## src/rtl/box_blur_pkg.sv

```systemverilog
package box_blur_pkg;

  typedef enum logic [2:0] {
    PH_IDLE,
    PH_FETCH,
    PH_SUM,
    PH_DIV,
    PH_WRITE,
    PH_COPY,
    PH_DONE
  } phase_t;

  // Strobes from control to datapath
  typedef struct packed {
    logic clrPix;
    logic incPix;
    logic clrTap;
    logic fetch;
    logic doSum;
    logic doDiv;
    logic writeDst;
    logic clrCopy;
    logic copyMode;
    logic copyWrite;
  } strobe_t;

  // Row offset selector of a tap: 0 = up, 1 = same, 2 = down
  function automatic logic [1:0] tapRowSel(input logic [3:0] t);
    if (t >= 4'd6) return 2'd2;
    else if (t >= 4'd3) return 2'd1;
    else return 2'd0;
  endfunction

  // Column offset selector of a tap: 0 = left, 1 = same, 2 = right
  function automatic logic [1:0] tapColSel(input logic [3:0] t);
    logic [3:0] rowPart;
    rowPart = 4'(tapRowSel(t)) * 4'd3;
    return 2'(t - rowPart);
  endfunction

endpackage

```

## src/rtl/box_blur_clamp.sv

```systemverilog
module box_blur_clamp #(
  parameter int W = 8
) (
  input  logic [W-1:0] base,
  input  logic [1:0]   sel,
  output logic [W-1:0] pos
);
  always_comb begin
    case (sel)
      2'd0:    pos = (base == '0) ? base : base - W'(1);
      2'd2:    pos = (base == '1) ? base : base + W'(1);
      default: pos = base;
    endcase
  end
endmodule

```

## src/rtl/box_blur_ctrl.sv

```systemverilog
module box_blur_ctrl
  import box_blur_pkg::*;
(
  input  logic    clk,
  input  logic    rstN,
  input  logic    start,
  input  logic    tapLast,
  input  logic    pixLast,
  input  logic    copyFirst,
  input  logic    copyLast,
  output strobe_t st,
  output logic    busy,
  output logic    done
);
  phase_t phase, phaseNext;

  always_ff @(posedge clk or negedge rstN) begin
    if (!rstN) phase <= PH_IDLE;
    else       phase <= phaseNext;
  end

  always_comb begin
    phaseNext = phase;
    st        = '0;
    case (phase)
      PH_IDLE: begin
        if (start) begin
          st.clrPix = 1'b1;
          st.clrTap = 1'b1;
          phaseNext = PH_FETCH;
        end
      end
      PH_FETCH: begin
        st.fetch = 1'b1;
        if (tapLast) phaseNext = PH_SUM;
      end
      PH_SUM: begin
        st.doSum  = 1'b1;
        phaseNext = PH_DIV;
      end
      PH_DIV: begin
        st.doDiv  = 1'b1;
        phaseNext = PH_WRITE;
      end
      PH_WRITE: begin
        st.writeDst = 1'b1;
        if (pixLast) begin
          st.clrCopy = 1'b1;
          phaseNext  = PH_COPY;
        end else begin
          st.incPix = 1'b1;
          st.clrTap = 1'b1;
          phaseNext = PH_FETCH;
        end
      end
      PH_COPY: begin
        st.copyMode  = 1'b1;
        st.copyWrite = !copyFirst;
        if (copyLast) phaseNext = PH_DONE;
      end
      PH_DONE:  phaseNext = PH_IDLE;
      default:  phaseNext = PH_IDLE;
    endcase
  end

  assign busy = (phase != PH_IDLE);
  assign done = (phase == PH_DONE);


  done_pulse_chk: assert property (@(posedge clk) disable iff (!rstN)
    done |=> !done);


  busy_start_chk: assert property (@(posedge clk) disable iff (!rstN)
    $rose(busy) |-> $past(start));


  busy_hold_chk: assert property (@(posedge clk) disable iff (!rstN)
    (busy && !done) |=> busy);


  copy_exit_chk: assert property (@(posedge clk) disable iff (!rstN)
    (phase == PH_COPY) |=> (phase == PH_COPY || phase == PH_DONE));
endmodule

```

## src/rtl/box_blur_datapath.sv

```systemverilog
module box_blur_datapath
  import box_blur_pkg::*;
#(
  parameter int COL_BITS = 8,
  parameter int ROW_BITS = 8,
  parameter int PIX_W    = 8
) (
  input  logic                         clk,
  input  logic                         rstN,
  input  strobe_t                      st,
  output logic                         tapLast,
  output logic                         pixLast,
  output logic                         copyFirst,
  output logic                         copyLast,
  output logic [ROW_BITS+COL_BITS-1:0] srcAddr,
  output logic                         srcWrEn,
  output logic [PIX_W-1:0]             srcWrData,
  input  logic [PIX_W-1:0]             srcRdData,
  output logic [ROW_BITS+COL_BITS-1:0] dstAddr,
  output logic                         dstWrEn,
  output logic [PIX_W-1:0]             dstWrData,
  input  logic [PIX_W-1:0]             dstRdData
);
  localparam int ADDR_W    = ROW_BITS + COL_BITS;
  localparam int CNT_W     = ADDR_W + 1;
  localparam int PIX_COUNT = 1 << ADDR_W;
  localparam int TAPS      = 9;
  localparam int SUM_W     = PIX_W + 4;
  localparam int DIV_SHIFT = SUM_W + 4;
  localparam int RECIP     = ((1 << DIV_SHIFT) + 8) / 9;
  localparam int PROD_W    = SUM_W + DIV_SHIFT;

  logic [ADDR_W-1:0]   pixIdx;
  logic [3:0]          tap;
  logic [PIX_W-1:0]    nbr [TAPS];
  logic [SUM_W-1:0]    sumReg, sumNext;
  logic [PIX_W-1:0]    quot, quotNext;
  logic [PROD_W-1:0]   prod;
  logic [CNT_W-1:0]    copyCnt;

  logic [ROW_BITS-1:0] pixRow, nbrRow;
  logic [COL_BITS-1:0] pixCol, nbrCol;
  logic [3:0]          tapIdx;
  logic [ADDR_W-1:0]   nbrAddr, copyWrAddr;

  assign pixRow = pixIdx[ADDR_W-1:COL_BITS];
  assign pixCol = pixIdx[COL_BITS-1:0];
  assign tapIdx = (tap > 4'd8) ? 4'd8 : tap;

  box_blur_clamp #(.W(ROW_BITS)) u_rowClamp (
    .base(pixRow), .sel(tapRowSel(tapIdx)), .pos(nbrRow));
  box_blur_clamp #(.W(COL_BITS)) u_colClamp (
    .base(pixCol), .sel(tapColSel(tapIdx)), .pos(nbrCol));

  assign nbrAddr = {nbrRow, nbrCol};

  // Pixel and tap counters
  always_ff @(posedge clk or negedge rstN) begin
    if (!rstN) begin
      pixIdx <= '0;
      tap    <= '0;
    end else begin
      if (st.clrPix)      pixIdx <= '0;
      else if (st.incPix) pixIdx <= pixIdx + ADDR_W'(1);
      if (st.clrTap)      tap <= '0;
      else if (st.fetch)  tap <= tap + 4'd1;
    end
  end

  assign tapLast = (tap == 4'd9);
  assign pixLast = (pixIdx == '1);

  // Neighbour capture: data for tap g arrives while tap == g+1
  for (genvar g = 0; g < TAPS; g++) begin : g_nbr
    always_ff @(posedge clk or negedge rstN) begin
      if (!rstN) nbr[g] <= '0;
      else if (st.fetch && tap == 4'(g + 1)) nbr[g] <= srcRdData;
    end
  end

  always_comb begin
    sumNext = '0;
    for (int i = 0; i < TAPS; i++) sumNext = sumNext + SUM_W'(nbr[i]);
  end

  assign prod     = PROD_W'(sumReg) * PROD_W'(RECIP);
  assign quotNext = PIX_W'(prod >> DIV_SHIFT);

  always_ff @(posedge clk or negedge rstN) begin
    if (!rstN) begin
      sumReg <= '0;
      quot   <= '0;
    end else begin
      if (st.doSum) sumReg <= sumNext;
      if (st.doDiv) quot   <= quotNext;
    end
  end

  // Copy-back counter: reads lead writes by one cycle
  always_ff @(posedge clk or negedge rstN) begin
    if (!rstN)            copyCnt <= '0;
    else if (st.clrCopy)  copyCnt <= '0;
    else if (st.copyMode) copyCnt <= copyCnt + CNT_W'(1);
  end

  assign copyFirst  = (copyCnt == '0);
  assign copyLast   = (copyCnt == CNT_W'(PIX_COUNT));
  assign copyWrAddr = copyCnt[ADDR_W-1:0] - ADDR_W'(1);

  assign srcAddr   = st.copyMode ? copyWrAddr : nbrAddr;
  assign srcWrEn   = st.copyWrite;
  assign srcWrData = dstRdData;
  assign dstAddr   = st.copyMode ? copyCnt[ADDR_W-1:0] : pixIdx;
  assign dstWrEn   = st.writeDst;
  assign dstWrData = quot;


  div_exact_chk: assert property (@(posedge clk) disable iff (!rstN)
    st.writeDst |-> ((int'(quot) * 9 <= int'(sumReg)) &&
                     (int'(sumReg) < int'(quot) * 9 + 9)));


  nbr_near_chk: assert property (@(posedge clk) disable iff (!rstN)
    (st.fetch && tap < 4'd9) |->
      ((int'(nbrRow) - int'(pixRow) <= 1) && (int'(pixRow) - int'(nbrRow) <= 1) &&
       (int'(nbrCol) - int'(pixCol) <= 1) && (int'(pixCol) - int'(nbrCol) <= 1)));


  wr_exclusive_chk: assert property (@(posedge clk) disable iff (!rstN)
    !(srcWrEn && dstWrEn));
endmodule

```

## src/rtl/box_blur_engine.sv

```systemverilog
module box_blur_engine
  import box_blur_pkg::*;
#(
  parameter int COL_BITS = 8,
  parameter int ROW_BITS = 8,
  parameter int PIX_W    = 8
) (
  input  logic                         clk,
  input  logic                         rstN,
  input  logic                         start,
  output logic                         busy,
  output logic                         done,
  output logic [ROW_BITS+COL_BITS-1:0] srcAddr,
  output logic                         srcWrEn,
  output logic [PIX_W-1:0]             srcWrData,
  input  logic [PIX_W-1:0]             srcRdData,
  output logic [ROW_BITS+COL_BITS-1:0] dstAddr,
  output logic                         dstWrEn,
  output logic [PIX_W-1:0]             dstWrData,
  input  logic [PIX_W-1:0]             dstRdData
);
  strobe_t st;
  logic    tapLast, pixLast, copyFirst, copyLast;

  box_blur_ctrl u_ctrl (
    .clk(clk), .rstN(rstN), .start(start),
    .tapLast(tapLast), .pixLast(pixLast),
    .copyFirst(copyFirst), .copyLast(copyLast),
    .st(st), .busy(busy), .done(done));

  box_blur_datapath #(
    .COL_BITS(COL_BITS), .ROW_BITS(ROW_BITS), .PIX_W(PIX_W)
  ) u_dp (
    .clk(clk), .rstN(rstN), .st(st),
    .tapLast(tapLast), .pixLast(pixLast),
    .copyFirst(copyFirst), .copyLast(copyLast),
    .srcAddr(srcAddr), .srcWrEn(srcWrEn), .srcWrData(srcWrData),
    .srcRdData(srcRdData),
    .dstAddr(dstAddr), .dstWrEn(dstWrEn), .dstWrData(dstWrData),
    .dstRdData(dstRdData));


  idle_quiet_chk: assert property (@(posedge clk) disable iff (!rstN)
    !busy |-> (!srcWrEn && !dstWrEn && !done));
endmodule

```

## config.mk

```make
export PLATFORM = sky130hd
export DESIGN_NAME = box_blur_engine
export DESIGN_NICKNAME = d
export VERILOG_FILES = /design/src/rtl/box_blur_pkg.sv /design/src/rtl/box_blur_clamp.sv /design/src/rtl/box_blur_ctrl.sv /design/src/rtl/box_blur_datapath.sv /design/src/rtl/box_blur_engine.sv
export SDC_FILE = /design/constraint.sdc
export NUM_CORES = 1
export LEC_CHECK = 0
export CORE_AREA = 3 3 147 205
export DETAILED_ROUTE_END_ITERATION = 8
export DIE_AREA = 0 0 150 208
export GPL_TIMING_DRIVEN = 0
export PLACE_DENSITY_LB_ADDON = 0.1
export SYNTH_ARGS = -nofsm -noshare
export SYNTH_HDL_FRONTEND = slang
export SYNTH_HIERARCHICAL = 1
export SYNTH_SLANG_ARGS = --single-unit
```

## constraint.sdc

```tcl
create_clock -name clk -period 5.65 [get_ports clk]
set_clock_uncertainty 0.05 [all_clocks]
set_input_delay 0.565 -clock clk [delete_from_list [all_inputs] [get_ports clk]]
set_output_delay 0.565 -clock clk [all_outputs]
set_load 0.01 [all_outputs]
```

; After elaboration in Yosys (flattened, before gate mapping)
; Index checks and enable logic that the tools add are counted.
[word_totals]
reg_bits = 132
input_bits = 19
out_inout_bits = 52
word_cells = 115
[op_classes]
addsub = 17
multipliers = 2
order_cmp = 3
eq_ne = 24
n_mux = 33
n_reduce_logical = 21
[ops]
columns = cell, count
row1 = adder 12 x 8 -> 12 bit, 7
row2 = 2-to-1 mux 16 bit, 4
row3 = 2-to-1 mux 17 bit, 2
row4 = 2-to-1 mux 8 bit, 4
row5 = case mux 8 bit (2 select lines), 2
row6 = multiplier 12 x 12 -> 23 bit (second input constant), 1
row7 = case mux 3 bit (6 select lines), 1
row8 = adder 17 x 1 -> 17 bit (second input constant), 1
row9 = == test 17 bit (second input constant), 1
row10 = zero test 17 bit, 1
row11 = adder 16 x 1 -> 16 bit (second input constant), 1
row12 = adder 8 x 1 -> 8 bit (second input constant), 2
row13 = == test 16 bit (second input constant), 1
row14 = == test 4 x 3 -> 1 bit (second input constant), 4
row15 = == test 8 bit (second input constant), 2
row16 = zero test 8 bit, 2
row17 = subtractor 16 x 1 -> 16 bit (second input constant), 1
row18 = subtractor 8 x 1 -> 8 bit (second input constant), 2
row19 = 2-to-1 mux 3 bit, 4
row20 = 2-to-1 mux 4 bit, 3
row21 = adder 8 x 8 -> 9 bit, 1
row22 = == test 3 bit (second input constant), 3
row23 = logical AND 1 bit, 9
row24 = == test 4 x 2 -> 1 bit (second input constant), 2
row25 = other kinds (21), 39

; Longest topological paths before layout
[depth]
word_depth = 10
mapped_depth = 18
ltp_nobuf = 18

; Modules after synthesis
; Netlist, hierarchy kept.
[modules_own_cells]
columns = mod, instances, cells_per_inst, area_per_inst_um2, seq_area_each_um2
row1 = box_blur_datapath, 1, 921, 9949.5, 3228.1
row2 = box_blur_clamp, 2, 77, 538.0, 0.0
row3 = box_blur_ctrl, 1, 31, 286.5, 75.1

; Least setup slack after synthesis
; No wires, ideal clock.
[synth_path]
path_kind = register -> register
start = register u_dp.sumReg[3]
end = register u_dp.quot[5] (netlist: u_dp/dstWrData[5])
setup_ns = 0.120
t_arrival_ns = 4.354
required_time_ns = 5.480
setup_slack_ns = 1.126
path_stages_with_launch = 18
n_path_buf = 0
synth_period_minus_slack_ns = 4.524
cell_sequence = dfrtp_1 -> inv_1 -> fa_1 -> inv_1 -> ha_1 -> inv_1 -> fa_1 -> inv_1 -> fa_1 -> inv_1 -> fa_1 -> inv_1 -> ha_1 -> a21boi_0 -> nor2_1 -> a211oi_1 -> or3_1 -> a31o_2
[synth_via]
elab_chain_len = 1
[synth_lines]
columns = element, line
row1 = "start, declared", box_blur_datapath.sv:36  ; logic [SUM_W-1:0] sumReg, sumNext;
row2 = "start signal, assigned", box_blur_datapath.sv:94  ; if (st.doSum) sumReg <= sumNext;
row3 = multiplier 12 x 12 -> 23 bit, box_blur_datapath.sv:86  ; assign prod = PROD_W'(sumReg) * PROD_W'(RECIP);
row4 = "end signal, assigned", box_blur_datapath.sv:95  ; if (st.doDiv) quot <= quotNext;
row5 = "end, declared", box_blur_datapath.sv:37  ; logic [PIX_W-1:0] quot, quotNext;
; Every way passes these cells.
; A chain may end at the register's enable or synchronous reset.

; Worst setup path after layout
; Same ends and word-level chain as after synthesis.

==> key figures <==
Run status
  • Status: finished clean

Logic synthesis
  • Sequential share of the synthesized area: 29.2%
  • Mapped Avg Cell Area: 10.2 µm²
  • Ys flop type: dfrtp_1
  • Synthesized flop and latch total: 132
  • FFs w/ async S/R, synth: 100%
  • Mapped Nets: 1303
  • Cell area after synthesis: 0.0113 mm²
  • Post-synth EDFFs: 0
  • Unique masters post-synth: 79
  • Mapped Cells: 1106
  • Synth Warn #: 6

Final layout
  • Fillers: 2793
  • Layout net count: 1385
  • N_diodes: 0
  • Multi-input logic area: 0.00715 mm²
  • Flip-flop and latch area: 0.00330 mm²
  • Area Growth Syn to Fin: 15.6%
  • Layout cells sized above 1: 17.0%

Worst setup path
  • CP Capture Type: register
  • Crit path kind: register to register
  • CP Launch Type: register
  • Crit path DAT: 5.18 ns
  • CP max stage delay: 0.55 ns
  • Critical R2R Launch: u_dp/sumReg[3]
  • WP data required: 5.91 ns
  • WP buf/inv: 6
  • Setup crit start: u_dp/sumReg[3]
  • Most frequent CP cell: inv_1
  • Critical Path Fanout Max: 6
  • R2R Path End: u_dp/dstWrData[5]
  • CP max-delay cell: fa_1
  • Ordered list of cells on the worst path: inv_1 -> fa_1 -> inv_1 -> ha_1 -> inv_1 -> fa_1 -> inv_1 -> fa_1 -> inv_1 -> fa_1 -> inv_1 -> ha_1 -> and4_1 -> o21ai_1 -> a211oi_1 -> or3_1 -> a31o_2
  • FF-to-FF path depth: 17
  • Top Family by Delay on Critical Path: adder cells
  • Worst Setup EP: u_dp/dstWrData[5]
  • Flop2flop setup slack: 0.73 ns
  • Critical Path Stages: 17

CTS
  • Post-CTS Hold Buffers: 0
  • CTS max path bufs: 2
  • TritonCTS clock tree: done
  • Clock Sinks: 132
  • Root Buffer: clkbuf_16
  • CTS H-tree lvls: 4
  • Clk pin slew, worst setup/hold paths: 0.06 ns
  • Clk_lat worst skew: 0.42 ns
  • PostCTS Resize Cnt: 0
  • Post-CTS setup buffers: 0
  • Num CTS Buffers: 17

Floorplanning
  • Die X: 150 µm
  • Initial Util: 39.7%
  • Core Rows: 73
  • Die area: 0.0312 mm²
  • Die Ht: 208 µm
  • Core Footprint: 0.0285 mm²
  • I/O Pins: 71

Routing
  • Drt pass-1 iters: 5
  • Total wire length: 25800 µm
  • 1st-iter DRT viols: 235
  • DR vias: 7948
  • Remaining DRCs: 0
  • Drt wl/cell: 16.3 µm
  • Vias per cell: 5.04
  • ANT nets after route: 0

Global routing
  • GR Util All Layers: 17.0%
  • Largest net degree at the start of global routing: 69
  • Vias in the first global route: 8200
  • Initial antenna violation count: 0
  • Total gr overflow: 0
  • First-pass GRT wire length: 42400 µm

STA
  • Max Slew Vio Count: 0
  • Final setup violating endpoints: 0
  • Tcrit/Tclk final: 87.2%
  • Fin. Hold Viols: 0
  • Worst-margin pin slew: 0.999 ns
  • RSZ-0062 raised after global routing: no
  • Tmin final: 4.92 ns
  • Setup TNS: 0 ns
  • Fmax: 0.203 GHz
  • WHS: 0.0789 ns
  • Slew headroom: 33.1%

Placed design
  • # port buffers: 62
  • Final HPWL DP: 20000 µm
  • GP Congestion: 0.861

Run
  • Max-Cap Viols: 0

Worst hold path
  • Worst hold-check path type: input pin to asynchronous set/reset pin
[cell families after synthesis]
kind of cell,Yosys count,synth area share (%)
and+or+nand+nor,297,14.8
xor gates and xnor gates,55,4.38
adders and majority gates,178,25.2
buffers and inverters,200,7.59
muxes,99,9.81
DFF,132,29.2
AOI/OAI and AO/OA,145,9.04
[cells in the final DEF, fill, tap and decap left out, drive strengths merged, types with 7 or more instances in the layout]
cell type      Yosys  layout
a21boi             7       7
a21o              12      12
a21oi             40      40
a31oi              8       8
and2               9       9
and4              10      10
buf               39      41
clkbuf            18      38
clkdlybuf4s50      0      61
clkinv             2       7
dfrtp            132     132
fa                83      83
ha                95      95
inv              141     142
mux2              92      92
mux2i              7       7
nand2             55      55
nand3             36      36
nand4             19      19
nor2              83      83
nor2b             10      10
nor3              15      15
nor4               8       8
nor4b              7       7
o21ai             17      17
o31ai             10      10
or3               11      11
xnor2             25      25
xor2              29      29
[worst reg2reg max path, delay by kind of cell, from the launching register on]
kind / cells / cell delay (ns)
flip-flops: 1 / 0.42
AO/OA/AOI/OAI: 3 / 0.70
adder cells (fa/ha/maj): 6 / 2.73
buffers and inverters: 6 / 0.41
AND/OR/NAND/NOR: 2 / 0.50
[area by class of cell]
type	instances	share of cell area, %
plain buffers	57	2.46
clock buffers	20	3.57
clock inverters	12	1.35
inverters	143	4.11
multi-input cells	774	54.7
flip-flops and latches	132	25.3
well taps	375	3.59
repair buffers	63	4.97
[synthesized netlist by cell type (4+ instances only)]
cell type  number  area share [%]
inv_1         141             4.7
a211o_1         6            0.46
nand4b_1        4            0.31
o21a_1          5            0.33
a21oi_1        38             1.7
o31ai_1        10            0.66
and4_1          8            0.62
nor3_1          7            0.31
buf_4          15             1.0
fa_1           83              15
nand3_1        36             1.6
nor4b_1         5            0.39
or3_1          10            0.55
o21ba_1         4            0.35
dfrtp_1       132              29
o21ai_0        15            0.66
xor2_1         29             2.2
mux2i_1         7            0.62
and2_1          7            0.39
or2_2           4            0.22
o211ai_1        4            0.27
and3_1          6            0.33
ha_1           95              11
nor2b_1        10            0.55
mux2_2         91             9.1
buf_6           4            0.40
nor2_1         80             2.7
a211oi_1        4            0.27
a21boi_0        4            0.27
nand2_1        53             1.8
nand2b_1        6            0.33
nor4_1          5            0.28
a21o_1         12            0.80
a31oi_1         8            0.44
xnor2_1        25             1.9
o21bai_1        6            0.40
buf_2          17            0.75
nand4_1        19             1.1
clkbuf_1       18            0.60
nor3_2          6            0.53
[how the worst min path moves through the flow]
stage,endpoint,slack [ns],cells after the start,start
2_1_floorplan,u_ctrl/phase[0],0.22,0,rstN
3_3_place_gp,u_dp/dstWrData[2],0.42,2,u_dp/dstWrData[2]
3_5_place_dp,u_dp/dstWrData[2],0.42,2,u_dp/dstWrData[2]
4_1_cts,u_dp/copyCnt[12],0.11,1,rstN
5_1_grt,u_dp/copyCnt[11],0.13,1,rstN
6_report,u_dp/copyCnt[10],0.08,1,rstN
[metrics by stage]
stage	utilization (%)	worst slack, ns	cells	instance area [µm²]
after floorplan	-	1.13	1106	11300
after global placement	43.5	-1.74	1543	12400
after detailed placement	43.6	0.712	1544	12400
after CTS	45.9	0.707	1576	13100
after global routing	45.9	0.481	1576	13100
final	45.9	0.726	1576	13100
[flip-flops by register name, summed over array words and instances (netlist names)]
| name | flops |
|---|---|
| u_dp/nbr | 72 |
| u_dp/copyCnt | 17 |
| u_dp/pixIdx | 16 |
| u_dp/sumReg | 12 |
| u_dp/dstWrData | 8 |
| u_dp/tap | 4 |
| u_ctrl/phase | 3 |
[layer usage]
layer | vias to the layer above | global-route usage [%] | routed length, µm | part of all wire, %
met5 | - | 0 | 0 | 0
li1 | 3918 | - | - | -
met1 | 3883 | 20.8 | 11100 | 43
met3 | 26 | 2.64 | 757 | 2.9
met4 | 0 | 4.77 | 453 | 1.8
met2 | 121 | 30.8 | 13500 | 52
Power is not shown: default switching activity piles up to over one toggle a cycle in this logic, so the estimate is an artifact.
